[config.mk]
export PLATFORM = sky130hd
export DESIGN_NAME = dram_mux_ctrl
export DESIGN_NICKNAME = d
export VERILOG_FILES = /design/src/rtl/dram_mux_pkg.sv /design/src/rtl/dram_mux_array.sv /design/src/rtl/dram_mux_colpath.sv /design/src/rtl/dram_mux_seq.sv /design/src/rtl/dram_mux_ctrl.sv
export SDC_FILE = /design/constraint.sdc
export NUM_CORES = 1
export LEC_CHECK = 0
export BUFFER_PORTS_ARGS = -buffer_cell sky130_fd_sc_hd__buf_2
export CAP_MARGIN = 20
export CELL_PAD_IN_SITES_DETAIL_PLACEMENT = 0
export CELL_PAD_IN_SITES_GLOBAL_PLACEMENT = 1
export CORE_ASPECT_RATIO = 0.75
export CORE_UTILIZATION = 55
export DETAILED_ROUTE_END_ITERATION = 12
export GPL_TIMING_DRIVEN = 0
export PLACE_DENSITY_LB_ADDON = 0.1
export RECOVER_POWER = 50
export SLEW_MARGIN = 20
export SYNTH_ARGS = -nofsm -noshare
export SYNTH_HDL_FRONTEND = slang
export SYNTH_SLANG_ARGS = --single-unit
[constraint.sdc]
create_clock -name clk -period 5.84 [get_ports clk]
set_input_delay 0.292 -clock clk [delete_from_list [all_inputs] [get_ports clk]]
set_output_delay 0.292 -clock clk [all_outputs]
set_load 0.005 [all_outputs]
[src/rtl/dram_mux_pkg.sv]
package dram_mux_pkg;
  typedef enum logic [1:0] {
    ST_IDLE = 2'd0,
    ST_RAS  = 2'd1,
    ST_CAS  = 2'd2,
    ST_DONE = 2'd3
  } seq_state_t;
endpackage

[src/rtl/dram_mux_array.sv]
// Cell array with a whole-row registered read port that doubles as the
// row buffer, and a whole-row write-back port.
module dram_mux_array #(
  parameter int ROW_BITS = 2,
  parameter int ROW_W    = 32
) (
  input  logic                clk,
  input  logic                rst,
  input  logic                ras_i,
  input  logic [ROW_BITS-1:0] row_i,
  input  logic                wb_en_i,
  input  logic [ROW_W-1:0]    wb_row_i,
  output logic [ROW_W-1:0]    row_buf_o
);
  localparam int ROWS = 1 << ROW_BITS;

  logic [ROW_W-1:0]    mem [ROWS];
  logic [ROW_W-1:0]    buf_q;
  logic [ROW_BITS-1:0] open_row_q;

  // Memory and its output register: no reset so block RAM can be inferred.
  always_ff @(posedge clk) begin
    if (wb_en_i) begin
      mem[open_row_q] <= wb_row_i;
      buf_q           <= wb_row_i;
    end else if (ras_i) begin
      buf_q <= mem[row_i];
    end
  end

  always_ff @(posedge clk) begin
    if (rst)        open_row_q <= '0;
    else if (ras_i) open_row_q <= row_i;
  end

  assign row_buf_o = buf_q;
endmodule

[src/rtl/dram_mux_colpath.sv]
// Column stage: selects one cell out of the row buffer for reads and
// builds the merged row for write-back.
module dram_mux_colpath #(
  parameter int COL_BITS = 2,
  parameter int DATA_W   = 8
) (
  input  logic                             clk,
  input  logic                             rst,
  input  logic                             cas_i,
  input  logic                             we_i,
  input  logic [COL_BITS-1:0]              col_i,
  input  logic [DATA_W-1:0]                wdata_i,
  input  logic [(DATA_W<<COL_BITS)-1:0]    row_buf_i,
  output logic                             wb_en_o,
  output logic [(DATA_W<<COL_BITS)-1:0]    wb_row_o,
  output logic [DATA_W-1:0]                rdata_o
);
  localparam int COLS = 1 << COL_BITS;

  logic [DATA_W-1:0] rdata_q;
  logic [DATA_W-1:0] sel_cell;

  for (genvar c = 0; c < COLS; c++) begin : g_merge
    assign wb_row_o[c*DATA_W +: DATA_W] =
      (col_i == COL_BITS'(c)) ? wdata_i : row_buf_i[c*DATA_W +: DATA_W];
  end

  assign sel_cell = row_buf_i[col_i*DATA_W +: DATA_W];
  assign wb_en_o  = cas_i && we_i;

  always_ff @(posedge clk) begin
    if (rst)                 rdata_q <= '0;
    else if (cas_i && !we_i) rdata_q <= sel_cell;
  end

  assign rdata_o = rdata_q;
endmodule

[src/rtl/dram_mux_seq.sv]
// Access sequencer: idle -> row strobe -> column strobe -> done.
module dram_mux_seq
  import dram_mux_pkg::*;
#(
  parameter int ROW_BITS = 2,
  parameter int COL_BITS = 2,
  parameter int DATA_W   = 8,
  localparam int ADDR_W  = ROW_BITS + COL_BITS,
  localparam int BUS_W   = (ROW_BITS > COL_BITS) ? ROW_BITS : COL_BITS
) (
  input  logic              clk,
  input  logic              rst,
  input  logic              req_valid_i,
  input  logic              req_we_i,
  input  logic [ADDR_W-1:0] req_addr_i,
  input  logic [DATA_W-1:0] req_wdata_i,
  output logic              ready_o,
  output logic              ras_o,
  output logic              cas_o,
  output logic [BUS_W-1:0]  abus_o,
  output logic              done_o,
  output logic              we_o,
  output logic [DATA_W-1:0] wdata_o
);
  seq_state_t          state_q;
  logic                ras_q, cas_q, done_q, we_q;
  logic [BUS_W-1:0]    abus_q;
  logic [COL_BITS-1:0] col_q;
  logic [DATA_W-1:0]   wdata_q;

  always_ff @(posedge clk) begin
    if (rst) begin
      state_q <= ST_IDLE;
      ras_q   <= 1'b0;
      cas_q   <= 1'b0;
      done_q  <= 1'b0;
      we_q    <= 1'b0;
      abus_q  <= '0;
      col_q   <= '0;
      wdata_q <= '0;
    end else begin
      case (state_q)
        ST_IDLE: begin
          if (req_valid_i) begin
            state_q <= ST_RAS;
            ras_q   <= 1'b1;
            abus_q  <= BUS_W'(req_addr_i[ADDR_W-1 -: ROW_BITS]);
            col_q   <= req_addr_i[COL_BITS-1:0];
            we_q    <= req_we_i;
            wdata_q <= req_wdata_i;
          end
        end
        ST_RAS: begin
          state_q <= ST_CAS;
          ras_q   <= 1'b0;
          cas_q   <= 1'b1;
          abus_q  <= BUS_W'(col_q);
        end
        ST_CAS: begin
          state_q <= ST_DONE;
          cas_q   <= 1'b0;
          done_q  <= 1'b1;
        end
        default: begin
          state_q <= ST_IDLE;
          done_q  <= 1'b0;
        end
      endcase
    end
  end

  assign ready_o = (state_q == ST_IDLE);
  assign ras_o   = ras_q;
  assign cas_o   = cas_q;
  assign abus_o  = abus_q;
  assign done_o  = done_q;
  assign we_o    = we_q;
  assign wdata_o = wdata_q;
endmodule

[src/rtl/dram_mux_ctrl.sv]
module dram_mux_ctrl #(
  parameter int ROW_BITS = 2,
  parameter int COL_BITS = 2,
  parameter int DATA_W   = 8,
  localparam int ADDR_W  = ROW_BITS + COL_BITS,
  localparam int BUS_W   = (ROW_BITS > COL_BITS) ? ROW_BITS : COL_BITS,
  localparam int ROW_W   = DATA_W << COL_BITS
) (
  input  logic              clk,
  input  logic              rst,
  input  logic              req_valid,
  input  logic              req_we,
  input  logic [ADDR_W-1:0] req_addr,
  input  logic [DATA_W-1:0] req_wdata,
  output logic              req_ready,
  output logic              rsp_done,
  output logic [DATA_W-1:0] rsp_rdata,
  output logic              dram_ras,
  output logic              dram_cas,
  output logic [BUS_W-1:0]  dram_addr
);
  logic              seq_we;
  logic [DATA_W-1:0] seq_wdata;
  logic [ROW_W-1:0]  row_buf;
  logic [ROW_W-1:0]  wb_row;
  logic              wb_en;

  dram_mux_seq #(
    .ROW_BITS(ROW_BITS), .COL_BITS(COL_BITS), .DATA_W(DATA_W)
  ) u_seq (
    .clk        (clk),
    .rst        (rst),
    .req_valid_i(req_valid),
    .req_we_i   (req_we),
    .req_addr_i (req_addr),
    .req_wdata_i(req_wdata),
    .ready_o    (req_ready),
    .ras_o      (dram_ras),
    .cas_o      (dram_cas),
    .abus_o     (dram_addr),
    .done_o     (rsp_done),
    .we_o       (seq_we),
    .wdata_o    (seq_wdata)
  );

  dram_mux_array #(
    .ROW_BITS(ROW_BITS), .ROW_W(ROW_W)
  ) u_array (
    .clk      (clk),
    .rst      (rst),
    .ras_i    (dram_ras),
    .row_i    (dram_addr[ROW_BITS-1:0]),
    .wb_en_i  (wb_en),
    .wb_row_i (wb_row),
    .row_buf_o(row_buf)
  );

  dram_mux_colpath #(
    .COL_BITS(COL_BITS), .DATA_W(DATA_W)
  ) u_col (
    .clk      (clk),
    .rst      (rst),
    .cas_i    (dram_cas),
    .we_i     (seq_we),
    .col_i    (dram_addr[COL_BITS-1:0]),
    .wdata_i  (seq_wdata),
    .row_buf_i(row_buf),
    .wb_en_o  (wb_en),
    .wb_row_o (wb_row),
    .rdata_o  (rsp_rdata)
  );
endmodule

# --- After elaboration in Yosys (flattened, before gate mapping) ---
# Memory sizes are Yosys's and may differ from the RTL's. A register that Yosys moved wholly into a read port is not among the register bits.
# Cells that the tools add are included.
classes:
  add_sub_neg: 0
  mul: 0
  div_mod_pow: 0
  magnitude_cmp: 0
  n_eq_ne: 6
  shifts: 1
  muxes: 18
  n_bitwise: 0
  n_reduce_logical: 11
op_table:
  columns: ["cell", "count"]
  rows:
  - ["$mux W32", 2]
  - ["$mux W8", 4]
  - ["$shiftx A32 B6 Y8", 1]
  - ["$mux W2", 4]
  - ["$eq A2 B2 Y1 const B", 3]
  - ["$pmux W1 S2", 3]
  - ["$pmux W2 S3", 1]
  - ["$reduce_bool A2 Y1", 3]
  - ["$eq A2 B1 Y1 const B", 2]
  - ["$logic_not A2 Y1", 2]
  - ["$pmux W2 S2", 1]
  - ["$reduce_and A2 Y1", 2]
  - ["$mux W1", 3]
  - ["$logic_and A1 B1 Y1", 2]
  - ["$ne A2 B2 Y1 const B", 1]
  - ["$reduce_or A2 Y1", 1]
  - ["$logic_not A1 Y1", 1]
totals:
  reg_bits: 60
  latchBits: 0
  ramBits: 128
  romBits: 0
  inputBits: 16
  output_inout_bits: 14
  wordCells: 48
  mem_count: 1
mem_list:
  columns: ["memory", "depth", "word_bits", "read_ports", "rd_clocked_by_memory_dff", "wr", "line", "rtl"]
  rows:
  - ["u_array.mem", 4, 32, 1, 1, 1, "dram_mux_array.sv:17", "logic [ROW_W-1:0] mem [ROWS];"]

# --- Longest topological paths before layout ---
# Gate-level depths: netlist of run 1.
depth:
  ltp_word: 5
  mapped_depth: 6
  mapped_depth_nobuf: 5

# --- Hierarchy ---
# A second synthesis of run 1 with hierarchy kept.
hier_totals:
  cells_unflattened: 532
  hier_area_um2: 8291.7
modules_own_cells:
  columns: ["mod", "instances", "cells_each", "area_each_um2", "seq_area_each_um2"]
  rows:
  - ["dram_mux_array", 1, 355, 6651.4, 4844.6]
  - ["dram_mux_colpath", 1, 88, 883.3, 160.2]
  - ["dram_mux_seq", 1, 89, 757.0, 360.3]

# --- Least setup slack after synthesis of run 1 ---
# No wires, ideal clock.
synth_timing:
  path_type: "register -> register"
  from: "register u_seq.cas_q, in the netlist u_seq.cas_o"
  to: "memory u_array.mem[2][0] (enable)"
  setup_ns: 0.468
  arrival_time_ns: 3.282
  t_required_ns: 5.372
  setup_slack_ns: 2.090
  path_stages_with_launch: 4
  n_path_buf: 1
  synth_period_minus_slack_ns: 3.750
  cell_sequence: "dfxtp_1 > nand2_1 > clkbuf_1 > nor3b_1"
synth_via:
  elab_chain_len: 3
synth_lines:
  columns: ["item", "line", "rtl"]
  rows:
  - ["start: declaration", "dram_mux_seq.sv:26", "logic ras_q, cas_q, done_q, we_q;"]
  - ["start signal: assignment", "dram_mux_seq.sv:35", "cas_q <= 1'b0;"]
  - ["start signal: assignment", "dram_mux_seq.sv:56", "cas_q <= 1'b1;"]
  - ["start signal: assignment", "dram_mux_seq.sv:61", "cas_q <= 1'b0;"]
  - ["$logic_and A1 B1 Y1", "dram_mux_colpath.sv:29", "assign wb_en_o = cas_i && we_i;"]
  - ["$mux W1", "dram_mux_array.sv:23", "if (wb_en_i) begin"]
  - ["$mux W1 (not written as such)", "dram_mux_array.sv:24", "mem[open_row_q] <= wb_row_i;"]
  - ["end: declaration", "dram_mux_array.sv:17", null]
# Every way passes these cells.

# --- Worst setup path in the final report of run 1 ---
layout_timing:
  from: "register u_seq.cas_q, in the netlist u_seq.cas_o"
  to: "memory u_array.mem[3][18] (enable)"
# Same word-level chain as after synthesis.

==> results.json, run 1 <==
{
  "outcome": "finished with violations",
  "violations": "max-capacitance violations, max-slew violations",
  "worst_slack_ns": 2.97,
  "htreeDepth": 4,
  "fin_crit_sh_pct": 49.1,
  "min_to": "u_seq.wdata_o[0]",
  "rsz0062_at_grt": "no",
  "grt_max_degree": 26,
  "grt_usage_pct": 22.5,
  "finalSetupViolCount": 0,
  "num_rows": 37,
  "rrSetupSlack_ns": 2.97,
  "skew_ns": 0.0115,
  "required_ns": 5.86,
  "max_freq_mhz": 348,
  "yosys-mux-area-fraction_pct": 22.0,
  "yosysWarningCount": 0,
  "worstSetupPathType": "register to register",
  "yosysTopAreaCell": "edfxtp_1",
  "diodes": 0,
  "coreArea_um2": 13800,
  "hold_buffers": 0,
  "dpl.hpwl_um": 10300,
  "hp-start": "req_wdata[0]",
  "syn-mean-instance-area_um2": 18.0,
  "grt_pass1_wl_um": 23600,
  "ir_drop_v": 0.000229,
  "fin_util_pct": 64.3,
  "cts_buffer_depth": 2,
  "postSynth.asyncResetShare_pct": 0,
  "tritoncts": "done",
  "final_antenna_net_count": 0,
  "endpoint_kind": "register",
  "yosys.area_share.simple_pct": 3.22,
  "power_leakage_uw": 0.00305,
  "yosysSeqAreaShare_pct": 69.3,
  "cts_sinks": 190,
  "vias_per_cell": 5.91,
  "hold_class": "input port to register",
  "cp.arrival_ns": 2.89,
  "synth_fp_nets": 456,
  "power_density_nw_per_um2": 458,
  "finalHoldViolations": 0,
  "cts_setup_buffers": 0,
  "synthCells": 433,
  "grt_pass1_vias": 4030,
  "final_area_um2": 8880,
  "numCtsBuffers": 17,
  "grt_use_met2_pct": 33.2,
  "syn_to_final_growth_pct": 13.8,
  "cts_resized": 0,
  "die-area_um2": 14700,
  "io_pins": 30,
  "antenna_found_initial": 0,
  "synth_edf_count": 160,
  "synth_common_cells": "edfxtp_1 (160), mux2_2 (66), mux4_2 (32)",
  "clock-root-buffer": "clkbuf_16",
  "synth_top_area_share_pct": 61.6,
  "wl_per_cell_um": 22.3,
  "totalWireLength_um": 15100,
  "fill_cells": 997,
  "io_buffers": 28,
  "hold_depth": 3,
  "clk_pin_slew_ns": 0.07,
  "drc_errors": 0,
  "pre_cts_slack_ns": 3.20,
  "grt_overflow": 0,
  "synth_fa_ha_area_share_pct": 1.12,
  "ys_seq_elements": 190,
  "synth_compound_area_share_pct": 2.50,
  "finalCriticalPeriod_ns": 2.87,
  "drive_gt1_share_pct": 28.6,
  "regToRegEndpoint": "u_array.mem[3][18]",
  "routabilityCongestion": 0.735,
  "dpl_cell_area_um2": 8320,
  "clk_latency_ns": 0.43,
  "use_met1_pct": 33.6,
  "nNetsFinal": 514,
  "synthXorXnorAreaFrac_pct": 0,
  "tightest_slew_ns": 1.80,
  "worstSetupStartpointType": "register",
  "via_count": 4011,
  "busiest_layer": "met1",
  "slew_headroom_pct": -19.9,
  "slew_viol_final": 40,
  "synth_area_leaders": "edfxtp_1 (62%), mux2_2 (9.5%), mux4_2 (9.2%)",
  "chipHeight_um": 105,
  "syn-cell-area_um2": 7800,
  "drtPass1Iterations": 4,
  "synth_most_common_cell": "edfxtp_1",
  "r2r-start": "u_seq.cas_o",
  "ys.flop_type": "edfxtp_1",
  "dieWidth_um": 140,
  "critPathMaxFanout": 25,
  "drt_iter0_drc": 306,
  "maxCapViolCount": 2,
  "finalHoldWorstSlack_ns": 0.103,
  "synth_top_family_by_area": "multiplexers",
  "r2r_cells": 3,
  "start_util_pct": 56.5,
  "synth.distinct_cells": 31,
  "power_uw": 4060,
  "grt.met3_usage_pct": 4.86
}
## flip-flops by register name, summed over array words and instances (netlist names), 2 cells and up, named ones only
name and cells:
u_array.mem 128, u_col.rdata_o 8, u_array.open_row_q 2, u_seq.col_q 2
u_seq.state_q 2, u_seq.abus_o 2, u_array.row_buf_o 32, u_seq.wdata_o 8
## cell families after synthesis
logic type      count (synthesis)
fa+ha+maj                       7
simple gates                   55
flops                         190
compound gates                 32
buf+inv                        26
mux                           123
## critical path, cell delays in order, from the launching register on
cell and delay [ns]:
dfxtp_1 0.45, and2_0 0.18, and3_1 0.47, clkbuf_1 1.34
## report_power, final
part / switching [uW] / internal, uW / leakage, uW
registers: 111 / 1800 / 0.00171
logic: 544 / 453 / 0.00105
clock network: 545 / 612 / 0.000295
## final cells by class
| type | instances | area, um2 | share of cell area [%] |
|---|---|---|---|
| Timing Repair Buffer | 39 | 260 | 2.93 |
| Multi-Input combinational cell | 217 | 2260 | 25.5 |
| Buffer | 23 | 121 | 1.37 |
| Sequential cell | 190 | 5410 | 60.9 |
| Inverter | 3 | 11.3 | 0.127 |
| Clock buffer | 17 | 425 | 4.79 |
| Tap cell | 175 | 219 | 2.47 |
| Clock inverter | 15 | 174 | 1.96 |
## worst max-delay path by stage
stage | cells after the start | to | from
5_1_grt | 3 | u_array.mem[3][18] | u_seq.cas_o
6_report | 3 | u_array.mem[3][18] | u_seq.cas_o
2_1_floorplan | 3 | u_array.mem[2][0] | u_seq.cas_o
3_3_place_gp | 3 | u_array.mem[2][13] | u_seq.cas_o
3_5_place_dp | 5 | u_array.mem[0][12] | u_seq.cas_o
4_1_cts | 5 | u_array.mem[0][11] | u_seq.cas_o
## layer usage
metal	part of all wire [%]	wire length (um)	up-vias
li1	-	-	1830
met1	50	7540	2075
met2	45	6870	91
met3	3.6	548	15
met4	1.1	174	0
met5	0	0	-
## layout by cell type (no fill, tap or decap), types with 2 or more instances in the layout
cell type and count:
mux2i_1 24, clkinv_8 2, nor2_1 15, a21o_1 7
inv_6 2, nand2_1 28, and2_0 2, mux2_1 30
a21oi_1 14, inv_8 4, buf_16 2, clkinv_4 5
buf_4 7, dfxtp_1 30, inv_1 3, clkbuf_16 17
mux4_2 32, clkbuf_1 20, buf_6 6, buf_1 3
edfxtp_1 160, a211oi_1 2, nand2b_1 2, buf_2 24
ha_1 7, o22ai_1 7, mux2_2 37
## per-stage QoR
stage / std cells / TNS (ns)
4_1_cts: 679 / 0
3_5_place_dp: 647 / 0
5_1_grt: 679 / 0
6_report: 679 / 0
2_1_floorplan: 433 / 0
3_3_place_gp: 636 / -15.50
Note: power is estimated with default switching activity, not from simulation.
==> run 2, diff against run 1 <==
--- a/config.mk
+++ b/config.mk
@@ -10,7 +10,7 @@
 export CELL_PAD_IN_SITES_DETAIL_PLACEMENT = 0
 export CELL_PAD_IN_SITES_GLOBAL_PLACEMENT = 1
 export CORE_ASPECT_RATIO = 0.75
-export CORE_UTILIZATION = 55
+export CORE_UTILIZATION = 48
 export DETAILED_ROUTE_END_ITERATION = 12
 export GPL_TIMING_DRIVEN = 0
 export PLACE_DENSITY_LB_ADDON = 0.1
==> constraint.sdc (replaced) <==
create_clock -name clk -period 2.42 [get_ports clk]
set_input_delay 0.121 -clock clk [delete_from_list [all_inputs] [get_ports clk]]
set_output_delay 0.121 -clock clk [all_outputs]
set_load 0.005 [all_outputs]
==> run 2 against run 1 <==
The flow now finishes without violations. Critical path type unchanged. Non-clock buffer count rose by 10. Global-route usage fell by 2.2 points. Highest routed layer unchanged. Count of clock-buffer cells in the layout rose by 2. Design area rose by 2.4%. Clock skew fell by 0.0049 ns.
==> results.json, run 2 (same netlist as run 1, synthesis figures left out) <==
{
  "use_met1_pct": 29.9,
  "numCtsBuffers": 17,
  "busiest_layer": "met2",
  "nNetsFinal": 524,
  "syn_to_final_growth_pct": 16.6,
  "fin_crit_sh_pct": 94.7,
  "clk_pin_slew_ns": 0.06,
  "finalHoldViolations": 0,
  "die-area_um2": 16800,
  "coreArea_um2": 15600,
  "finalCriticalPeriod_ns": 2.29,
  "required_ns": 2.55,
  "diodes": 0,
  "cts_buffer_depth": 2,
  "slew_headroom_pct": 33.5,
  "max_freq_mhz": 436,
  "drive_gt1_share_pct": 27.4,
  "grt_usage_pct": 20.3,
  "routabilityCongestion": 0.714,
  "tightest_slew_ns": 0.996,
  "io_pins": 30,
  "final_antenna_net_count": 0,
  "num_rows": 39,
  "skew_ns": 0.00656,
  "clk_latency_ns": 0.42,
  "critPathMaxFanout": 11,
  "stdcell_count": 719,
  "final_area_um2": 9090,
  "pre_cts_slack_ns": -0.242,
  "grt_pass1_vias": 4127,
  "grt_pass1_wl_um": 24000,
  "wl_per_cell_um": 21.7,
  "slew_viol_final": 0,
  "chipHeight_um": 112,
  "cp.arrival_ns": 2.42,
  "grt.met3_usage_pct": 5.37,
  "fill_cells": 1192,
  "largest_reg_flops": 128,
  "drc_errors": 0,
  "dpl_cell_area_um2": 8400,
  "worstSetupPathType": "register to register",
  "via_count": 4018,
  "start_util_pct": 50.1,
  "endpoint_kind": "register",
  "worstSetupStartpointType": "register",
  "tritoncts": "done",
  "ir_drop_v": 0.000506,
  "vias_per_cell": 5.59,
  "fin_util_pct": 58.4,
  "rsz0062_at_grt": "no",
  "drtPass1Iterations": 7,
  "dpl.hpwl_um": 10500,
  "layout_common_cells": "edfxtp_1 (160), mux2_2 (36), mux4_2 (32)",
  "io_buffers": 28,
  "final_common_cell": "edfxtp_1",
  "dieWidth_um": 149,
  "power_uw": 9890,
  "drt_iter0_drc": 360,
  "worst_slack_ns": 0.128,
  "finalSetupViolCount": 0,
  "antenna_found_initial": 0,
  "power_leakage_uw": 0.00310,
  "htreeDepth": 4,
  "grt_max_degree": 24,
  "regMostFlops": "u_array.mem",
  "clock-root-buffer": "clkbuf_16",
  "hold_class": "input port to register",
  "grt_overflow": 0,
  "totalWireLength_um": 15600,
  "cts_sinks": 190,
  "power_density_nw_per_um2": 1090,
  "maxCapViolCount": 0,
  "place_inst": 675,
  "outcome": "completed",
  "grt_use_met2_pct": 30.0
}
==> run 2: cell count changes in the layout (fill, tap and decap cells not counted), sizes merged <==
cell         delta
bufinv          +3
clkbuf          +2
buf             -1
dlygate4sd3    +11
inv             -5
clkinvlp        +2
clkinv          -2
==> run 2: metal layers <==
| layer | share of wire [%] | vias to the layer above |
|---|---|---|
| met5 | 0 | - |
| met4 | 0.81 | 0 |
| met3 | 5.2 | 10 |
| met2 | 45 | 96 |
| met1 | 49 | 2075 |
| li1 | - | 1837 |
==> run 2: what timing repair did <==
item,4_1_cts,5_1_grt
setup buffers,1,0
setup endpoints to repair,31,0
hold buffers,11,0
resized for setup,2,0
endpoints found under the hold margin,11,0
==> run 2: cell type report <==
type	instances	area (um2)	area share, %
Inverter	3	11.3	0.124
Clock inverter	13	170	1.87
Timing Repair Buffer	49	417	4.58
Buffer	23	123	1.35
Multi-Input combinational cell	217	2280	25.0
Sequential cell	190	5410	59.4
Tap cell	205	256	2.82
Clock buffer	19	433	4.76
==> run 2: worst paths after layout <==
check,depth (start not counted),to,start,slack [ns]
worst max-delay path,6,u_array.mem[0][14],u_seq.cas_o,0.13
worst min-delay path,4,u_seq.wdata_o[7],req_valid,0.07
worst max register to register,6,u_array.mem[0][14],u_seq.cas_o,0.13
worst min register to register,1,u_col.rdata_o[2],u_col.rdata_o[2],0.45
==> run 2: metrics by stage <==
| step | hold WS (ns) | TNS [ns] |
|---|---|---|
| 6_report | 0.0661 | 0 |
| 2_1_floorplan | 0.257 | 0 |
| 3_5_place_dp | 0.372 | -4.96 |
| 4_1_cts | 0.0547 | 0 |
| 5_1_grt | 0.0880 | 0 |
| 3_3_place_gp | 0.369 | -129.17 |
==> run 2: power by group <==
group          internal (uW)  switching [uW]  total (uW)
Combinational           1090            1310        2400
Sequential              4350             284        4630
Clock                   1720            1150        2860
Total                   7160            2740        9890
==> run 2: critical path, stage by stage (launching register included) <==
cell and delay (ns):
dfxtp_1 0.45, nand2_2 0.23, clkbuf_2 0.34, nor3_4 0.39, buf_8 0.22, buf_8 0.17
buf_8 0.17
==> run 3, diff against run 2 <==
--- a/config.mk
+++ b/config.mk
@@ -15,6 +15,7 @@
 export GPL_TIMING_DRIVEN = 0
 export PLACE_DENSITY_LB_ADDON = 0.1
 export RECOVER_POWER = 50
+export SETUP_SLACK_MARGIN = 0.5
 export SLEW_MARGIN = 20
 export SYNTH_ARGS = -nofsm -noshare
 export SYNTH_HDL_FRONTEND = slang
==> run 3 against run 2 <==
Non-clock buffer count is 2 higher. Register-to-register slack better by 0.24 ns. Die area stayed put. Count of clock-buffer cells in the layout is 1 lower. Cell count is 0.28% higher. Via count is 0.67% lower. Global-route usage is 0.42 points higher. Critical path type unchanged. Critical path depth is 1 lower.
==> results.json, run 3 (same netlist as run 1, synthesis figures left out) <==
{
  "outcome": "completed",
  "finalHoldViolations": 0,
  "coreArea_um2": 15600,
  "cp.arrival_ns": 2.23,
  "maxCapViolCount": 0,
  "dieWidth_um": 149,
  "tightest_slew_ns": 1.02,
  "hp-start": "rst",
  "final_area_um2": 9150,
  "worstSetupStartpointType": "register",
  "grt_pass1_wl_um": 24500,
  "r2r-start": "u_seq.abus_o[1]",
  "grt.met3_usage_pct": 4.27,
  "numCtsBuffers": 17,
  "dpl_cell_area_um2": 8420,
  "cts_sinks": 190,
  "grt_usage_pct": 20.7,
  "grt_pass1_vias": 4139,
  "fin_crit_sh_pct": 84.8,
  "slew_headroom_pct": 31.8,
  "final_antenna_net_count": 0,
  "final_common_cell": "edfxtp_1",
  "grt_overflow": 0,
  "chipHeight_um": 112,
  "clock-root-buffer": "clkbuf_16",
  "critPathMaxFanout": 9,
  "num_rows": 39,
  "pre_cts_slack_ns": 0.337,
  "via_count": 3991,
  "setup_tns_ns": 0,
  "slew_viol_final": 0,
  "cts_buffer_depth": 2,
  "io_pins": 30,
  "skew_ns": 0.0112,
  "worst_slack_ns": 0.367,
  "routabilityCongestion": 0.760,
  "clk_latency_ns": 0.43,
  "drtPass1Iterations": 4,
  "nNetsFinal": 526,
  "power_leakage_uw": 0.00315,
  "totalWireLength_um": 15600,
  "finalSetupViolCount": 0,
  "finalHoldWorstSlack_ns": 0.0573,
  "layout_common_cells": "edfxtp_1 (160), mux2_2 (44), mux4_2 (32)",
  "power_uw": 9980,
  "rsz0062_at_grt": "no",
  "hold_class": "input port to register",
  "clk_pin_slew_ns": 0.07,
  "crit_start": "u_seq.abus_o[1]",
  "power_density_nw_per_um2": 1090,
  "antenna_found_initial": 0,
  "die-area_um2": 16800,
  "drive_gt1_share_pct": 30.6,
  "finalCriticalPeriod_ns": 2.05,
  "io_buffers": 28,
  "wl_per_cell_um": 21.6,
  "grt_use_met2_pct": 31.0,
  "grt_max_degree": 21,
  "syn_to_final_growth_pct": 17.3,
  "max_freq_mhz": 487,
  "busiest_layer": "met2",
  "start_util_pct": 50.1,
  "tritoncts": "done",
  "vias_per_cell": 5.54,
  "drc_errors": 0,
  "worstSetupPathType": "register to register",
  "htreeDepth": 4,
  "use_met1_pct": 30.2,
  "dpl.hpwl_um": 10500,
  "regMostFlops": "u_array.mem",
  "required_ns": 2.60,
  "diodes": 0,
  "endpoint_kind": "register",
  "largest_reg_flops": 128,
  "ir_drop_v": 0.000568,
  "drt_iter0_drc": 278
}
==> run 3: metal layers <==
metal | part of all wire, % | wire length, um
met2 | 46 | 7130
met5 | 0 | 0
met1 | 48 | 7440
met4 | 1.1 | 173
met3 | 5.5 | 851
==> run 3: what timing repair did <==
action                                  in CTS  in global routing
buffers inserted                             4                  0
gates resized for setup                      3                  4
endpoints found under the setup margin      53                 10
pin swaps                                    1                  0
hold buffers                                11                  0
endpoints found under the hold margin       11                  0
==> run 3: power by group <==
group / switching [uW] / internal, uW
registers: 285 / 4350
logic: 1330 / 1150
clock network: 1230 / 1640
total: 2840 / 7140
==> run 3: per-stage QoR <==
| stage | std cells | utilization, % |
|---|---|---|
| 2_1_floorplan | 433 | - |
| 5_1_grt | 721 | 58.8 |
| 6_report | 721 | 58.8 |
| 3_3_place_gp | 666 | 53.0 |
| 4_1_cts | 721 | 59.1 |
| 3_5_place_dp | 674 | 54.1 |
==> run 3: final cells by class <==
cell class / instances / area (um2)
inverters: 3 / 11.3
clock inverters: 14 / 178
clock buffers: 18 / 429
repair buffers: 51 / 450
multi-input cells: 217 / 2270
fillers: 1188 / 6410
plain buffers: 23 / 151
well taps: 205 / 256
flip-flops and latches: 190 / 5410
==> run 3: final timing paths <==
path	end	slack, ns	cells after the start
max	u_array.row_buf_o[15]	0.37	5
min	u_seq.ras_o	0.06	2
max reg2reg	u_array.row_buf_o[15]	0.37	5
min reg2reg	u_col.rdata_o[0]	0.46	1
==> run 3: critical path, cell delays in order, from the launching register on <==
cell,delay [ns]
dfxtp_1,0.35
buf_6,0.15
nand2b_1,0.10
clkbuf_1,0.46
mux2_2,0.45
mux2_2,0.28
